--- config.mk ---
export PLATFORM = sky130hd
export DESIGN_NAME = regfile_2r1w
export DESIGN_NICKNAME = d
export VERILOG_FILES = /design/src/rtl/rf_pkg.sv /design/src/rtl/rf_storage.sv /design/src/rtl/rf_read_port.sv /design/src/rtl/regfile_2r1w.sv
export SDC_FILE = /design/constraint.sdc
export NUM_CORES = 2
export LEC_CHECK = 0
export BUFFER_PORTS_ARGS = -buffer_cell sky130_fd_sc_hd__buf_2
export CORE_MARGIN = 10
export CORE_UTILIZATION = 40
export CTS_CLUSTER_SIZE = 12
export DETAILED_ROUTE_END_ITERATION = 16
export PLACE_DENSITY = 0.63
export RECOVER_POWER = 25
export SETUP_SLACK_MARGIN = 0.4
export SLEW_MARGIN = 20
export SYNTH_ARGS = -nofsm -noshare
export SYNTH_HDL_FRONTEND = slang
export SYNTH_SLANG_ARGS = --single-unit
--- constraint.sdc ---
create_clock -name clk -period 2 [get_ports clk]
set_clock_uncertainty 0.05 [all_clocks]
set_input_delay 0.2 -clock clk [delete_from_list [all_inputs] [get_ports clk]]
set_output_delay 0.2 -clock clk [all_outputs]
set_load 0.05 [all_outputs]
--- src/rtl/rf_pkg.sv ---
package rf_pkg;
  typedef enum logic {RF_READ_OLD = 1'b0, RF_WRITE_FIRST = 1'b1} rf_mode_e;
  localparam int unsigned RF_DEF_REGS = 32;
  localparam int unsigned RF_DEF_WIDTH = 32;
endpackage

--- src/rtl/rf_storage.sv ---
module rf_storage #(
  parameter int unsigned NUM_REGS = 32,
  parameter int unsigned DATA_W   = 32,
  localparam int unsigned ADDR_W  = $clog2(NUM_REGS)
) (
  input  logic                             clk,
  input  logic                             rst,
  input  logic                             wr_en,
  input  logic [ADDR_W-1:0]                wr_addr,
  input  logic [DATA_W-1:0]                wr_data,
  output logic [NUM_REGS-1:0][DATA_W-1:0]  entries
);
  logic [DATA_W-1:0] mem [NUM_REGS];

  always_ff @(posedge clk) begin
    if (rst) begin
      for (int i = 0; i < NUM_REGS; i++) mem[i] <= '0;
    end else if (wr_en && (wr_addr != '0)) begin
      mem[wr_addr] <= wr_data;
    end
  end

  for (genvar g = 0; g < NUM_REGS; g++) begin : g_out
    if (g == 0) begin : g_zero
      assign entries[g] = '0;
    end else begin : g_live
      assign entries[g] = mem[g];
    end
  end
endmodule

--- src/rtl/rf_read_port.sv ---
module rf_read_port
  import rf_pkg::*;
#(
  parameter int unsigned NUM_REGS = 32,
  parameter int unsigned DATA_W   = 32,
  parameter rf_mode_e    MODE     = RF_READ_OLD,
  localparam int unsigned ADDR_W  = $clog2(NUM_REGS)
) (
  input  logic [NUM_REGS-1:0][DATA_W-1:0] entries,
  input  logic [ADDR_W-1:0]               rd_addr,
  input  logic                            rst,
  input  logic                            wr_en,
  input  logic [ADDR_W-1:0]               wr_addr,
  input  logic [DATA_W-1:0]               wr_data,
  output logic [DATA_W-1:0]               rd_data
);
  logic [DATA_W-1:0] stored;
  assign stored = entries[rd_addr];

  if (MODE == RF_WRITE_FIRST) begin : g_bypass
    logic hit;
    assign hit = wr_en && !rst && (wr_addr != '0) && (wr_addr == rd_addr);
    assign rd_data = hit ? wr_data : stored;
  end else begin : g_plain
    logic unused_ok;
    assign unused_ok = ^{rst, wr_en, wr_addr, wr_data};
    assign rd_data = stored;
  end
endmodule

--- src/rtl/regfile_2r1w.sv ---
module regfile_2r1w
  import rf_pkg::*;
#(
  parameter int unsigned NUM_REGS = RF_DEF_REGS,
  parameter int unsigned DATA_W   = RF_DEF_WIDTH,
  parameter rf_mode_e    MODE     = RF_READ_OLD,
  localparam int unsigned ADDR_W  = $clog2(NUM_REGS)
) (
  input  logic              clk,
  input  logic              rst,
  input  logic [ADDR_W-1:0] rd_addr_a,
  output logic [DATA_W-1:0] rd_data_a,
  input  logic [ADDR_W-1:0] rd_addr_b,
  output logic [DATA_W-1:0] rd_data_b,
  input  logic              wr_en,
  input  logic [ADDR_W-1:0] wr_addr,
  input  logic [DATA_W-1:0] wr_data
);
  localparam int unsigned NUM_RD = 2;

  logic [NUM_REGS-1:0][DATA_W-1:0] entries;
  logic [NUM_RD-1:0][ADDR_W-1:0]   raddr;
  logic [NUM_RD-1:0][DATA_W-1:0]   rdata;

  assign raddr[0]  = rd_addr_a;
  assign raddr[1]  = rd_addr_b;
  assign rd_data_a = rdata[0];
  assign rd_data_b = rdata[1];

  rf_storage #(.NUM_REGS(NUM_REGS), .DATA_W(DATA_W)) u_store (
    .clk(clk), .rst(rst), .wr_en(wr_en), .wr_addr(wr_addr),
    .wr_data(wr_data), .entries(entries)
  );

  for (genvar p = 0; p < NUM_RD; p++) begin : g_rd
    rf_read_port #(.NUM_REGS(NUM_REGS), .DATA_W(DATA_W), .MODE(MODE)) u_port (
      .entries(entries), .rd_addr(raddr[p]), .rst(rst), .wr_en(wr_en),
      .wr_addr(wr_addr), .wr_data(wr_data), .rd_data(rdata[p])
    );
  end
endmodule

==> summary by stage <==
Outcome
The flow ran to the end, but the final reports show violations. The final reports fail on setup timing.

Pwr
The leakage power summed over all cells is ~23 nW. Registers are responsible for between 40% and 50% of the overall power. The worst-case IR drop observed on VDD is 0.000686 V. For this design the total switching power over the nets is roughly 14 mW. Per report_power, the combinational group accounts for 17.1% of the total. The design draws around 52 mW.

Net switching is a little over a quarter of the power. The power density of the placed cells is 801 nW/um2. The clock power share is roughly 36%. The total internal power is between 30 and 40 mW.

Routing
The total wire length is roughly 170,000 um. Once detail routing completed, the nets flagged for antenna violations numbered 0. The pre-antenna-repair detailed-routing pass consisted of 5 iterations.

The count of vias placed by the detailed router is ~34,000. Dividing the detail-routed wire length by the instance count gives 30.1 um. The DRC violation count after routing is 0. The mean number of vias per cell is ~6.0. The number of design-rule violations left by the first detailed-router iteration is ~3,600.

Yosys
The area fraction of the dominant cell type after synthesis is 55.9%. The instance count of the mapped netlist is approximately 3,600. The post-synth net total is 3,680. The average size of a mapped cell is 14.7 um2. The mapped netlist covers roughly 53,000 um2. Counting instances in the post-synthesis netlist gives the leading cell types as sky130_fd_sc_hd__and2_1 (1,058), sky130_fd_sc_hd__edfxtp_1 (992), sky130_fd_sc_hd__mux4_2 (384), sky130_fd_sc_hd__clkbuf_1 (306). The library cell with the highest instance count after synthesis is sky130_fd_sc_hd__and2_1.

The synthesized netlist contains 28 unique library cells. For this run, the number of Yosys warnings is 0. Of all flip-flops after synthesis, the portion carrying an async set or reset was 0%. In the post-synthesis netlist, the biggest area contributors are sky130_fd_sc_hd__edfxtp_1 (56%), sky130_fd_sc_hd__mux4_2 (16%), sky130_fd_sc_hd__and2_1 (12%). The synthesized design contains 992 enable-type register cells.

The largest area contributor in the synthesized netlist is sky130_fd_sc_hd__edfxtp_1. The proportion of synthesized chip area in sequential cells is a little under three fifths. The most frequently used flop master after synthesis is sky130_fd_sc_hd__edfxtp_1. The synthesized design contains about 990 register bits.

Worst setup path
The delay of the slowest cell on the worst path is 0.49 ns. The worst setup path is launched from a register. The critical path is of the reg2out type. The cell at the slowest stage of the critical path is sky130_fd_sc_hd__mux4_2. The signal on the critical path passes through mux4_2 > a22o_1 > o21ai_4 > o31ai_4 > buf_12. STA puts the critical path data required time at 1.75 ns. The type of element capturing the critical path is an output pin. The critical path data arrival time is roughly 2.5 ns. The top fanout value on the critical path is 2.

Cells and area
The proportion of layout cells with a drive suffix above 1 is 35.2%. The flip-flop count of the largest register after layout is about 990. The number of filler instances in the final layout is between 10,000 and 15,000. The most flop-heavy register is u_store.mem.

In the final layout, the registers with the most flip-flops are u_store.mem x992. Relative to the synthesized area, the layout overhead comes to 22.3%. In the final design database the tool counted between 3,000 and 4,000 nets.

Timing
The headroom to the max-slew limit is a little over a tenth. The worst-case setup margin in the final layout is -0.766 ns. Timing would allow up to between 300 and 400 MHz. Setup violations remaining at the end of the flow were counted as between 90 and 100. The final critical-path share of the clock period is 138%. Adding up every negative setup slack in the final design gives -44.68 ns.

The max-slew violation count is 0. The routed design could run at a clock period as short as between 2 and 3 ns. The final number of hold-violating endpoints is 0. The slew at the pin closest to its max-slew limit is between 1 and 1.5 ns. Setup repair after global routing could not meet its margin everywhere.

Floorplan
The number of top-level pins is between 100 and 150. The area enclosed by the die boundary is roughly 150,000 um2. After floorplanning, the core was sized to cover around 130,000 um2. In this run the core area contains 133 standard-cell rows. The die outline height is 385 um. The initial core utilization is 40.4%. The die outline width is between 300 and 400 um.

Placement
The final weighted congestion in routability-driven placement is between 0.8 and 0.9. OpenSTA, run right after detailed placement, puts the worst setup slack at -0.582 ns. The number of buffers inserted by port buffering is between 100 and 150. The detailed placer's ending HPWL is between 100,000 and 150,000 um.

Clock network
The worst-case clock buffer depth is 3. After clock tree synthesis, the clock-pin slew on the worst setup and hold paths is roughly 0.06 ns. TritonCTS built the clock tree.

The tree is rooted in a sky130_fd_sc_hd__clkbuf_16. The clock sink count is 992. The number of clock buffers added by TritonCTS is around 110. The clock tree synthesis step divided the H-tree into 3 levels. The quantity of hold-fixing buffers added after cts is 0.

Global route
The number of global-route vias before repair is roughly 35,000. Global routing used 23.1% of the available tracks. The maximum number of pins on one net before global-route repair is 36. The first global-routing pass estimated between 200,000 and 300,000 um of wire.

The number of antenna violations at the first check in global routing came to 14. For this run the aggregate overflow at the end of global routing stands at 0.

Worst hold path
The number of stages on the worst hold path is 2. The type of the worst min-delay path is in2reg.

Job
Max-cap violations in this run came to 0.
[kinds of logic (layout without fill, tap and decap cells)]
kind of cell	count (synthesis)	in the layout	synth area share, %
and+or+nand+nor	1145	1145	13.3
DFF	992	992	55.9
muxes	640	640	21.2
AOI/OAI and AO/OA	448	448	6.31
buffers and inverters	405	766	3.27
other	0	4	0
[layer usage]
layer | vias up | wire, um | GRT usage [%]
met3 | 352 | 15100 | 4.97
met1 | 17737 | 69000 | 30.7
met4 | 14 | 6870 | 7.79
li1 | 14510 | - | -
met2 | 1645 | 82100 | 37.5
met5 | - | 85 | 0
[critical path: cells and delay by family, from the launching register on]
| family | cells | cell delay, ns |
|---|---|---|
| AO/OA/AOI/OAI | 3 | 0.67 |
| buffers and inverters | 1 | 0.21 |
| flip-flops | 1 | 0.41 |
| multiplexers | 1 | 0.49 |
[path summary, 6_finish.rpt]
kind / slack, ns / from / endpoint
setup / recovery: -0.77 / u_store.mem[29][10] / rd_data_a[10]
hold / removal: 0.05 / wr_data[17] / u_store.mem[25][17]
[placed cells by master (no fill, tap or decap), types with 4 or more instances in the layout]
cell	Yosys	final
sky130_fd_sc_hd__edfxtp_1	992	992
sky130_fd_sc_hd__and2_1	1058	962
sky130_fd_sc_hd__mux4_2	384	384
sky130_fd_sc_hd__buf_4	24	282
sky130_fd_sc_hd__mux2i_1	192	186
sky130_fd_sc_hd__a22o_1	192	165
sky130_fd_sc_hd__buf_12	0	164
sky130_fd_sc_hd__clkbuf_16	0	106
sky130_fd_sc_hd__and2_0	0	76
sky130_fd_sc_hd__mux2_2	64	64
sky130_fd_sc_hd__o22ai_1	64	64
sky130_fd_sc_hd__o31ai_4	0	64
sky130_fd_sc_hd__buf_6	9	47
sky130_fd_sc_hd__a211oi_1	64	45
sky130_fd_sc_hd__o21ai_2	0	38
sky130_fd_sc_hd__buf_2	53	38
sky130_fd_sc_hd__clkbuf_1	306	37
sky130_fd_sc_hd__clkinv_1	0	29
sky130_fd_sc_hd__a22o_4	0	27
sky130_fd_sc_hd__clkbuf_2	0	27
sky130_fd_sc_hd__o21ai_4	0	25
sky130_fd_sc_hd__or2_2	31	21
sky130_fd_sc_hd__a211oi_2	0	19
sky130_fd_sc_hd__nor2_2	0	18
sky130_fd_sc_hd__clkinv_2	0	17
sky130_fd_sc_hd__and2_4	0	15
sky130_fd_sc_hd__nor2_1	34	14
sky130_fd_sc_hd__or2_4	0	7
sky130_fd_sc_hd__nor2b_4	0	6
sky130_fd_sc_hd__and2_2	0	5
sky130_fd_sc_hd__diode_2	0	4
sky130_fd_sc_hd__mux2i_2	0	4
sky130_fd_sc_hd__bufinv_16	0	4
sky130_fd_sc_hd__buf_8	0	4
[stage by stage]
stage / hold slack [ns] / utilization [%] / cell area, um2 / instances
floorplan: 0.348 / - / 54800 / 3630
global placement: 0.792 / 46.7 / 61600 / 5558
detailed placement: 0.809 / 46.7 / 61600 / 5558
CTS: 0.0228 / 49.6 / 65400 / 5746
global route: 0.0546 / 49.4 / 65100 / 5746
finish: 0.0509 / 49.4 / 65200 / 5750
[repair_timing]
action / CTS / global route
gates resized for setup: 133 / 26
setup buffers: 0 / 0
hold endpoints to repair: 0 / 0
pin swaps: 90 / 38
setup endpoints to repair: 64 / 64
[power groups by stage]
stage	Clock [mW]	Combinational (mW)	Sequential (mW)
after global routing	19.7	9.25	24.7
after CTS	18.9	8.97	24.5
after global placement	0	8.62	24.9
after floorplan	0	5.02	24.7
after detailed placement	0	8.65	25.0
final	18.7	8.94	24.5
[final cells by class]
class	count	area, um2	area share (%)
repair buffers	576	6370	9.77
flip-flops and latches	992	29800	45.7
diodes	4	10.0	0.0154
well taps	1755	2200	3.37
inverters	2	7.51	0.0115
multi-input cells	2233	23600	36.2
clock inverters	59	449	0.689
clock buffers	129	2740	4.20
(Power assumes the default switching activity.)
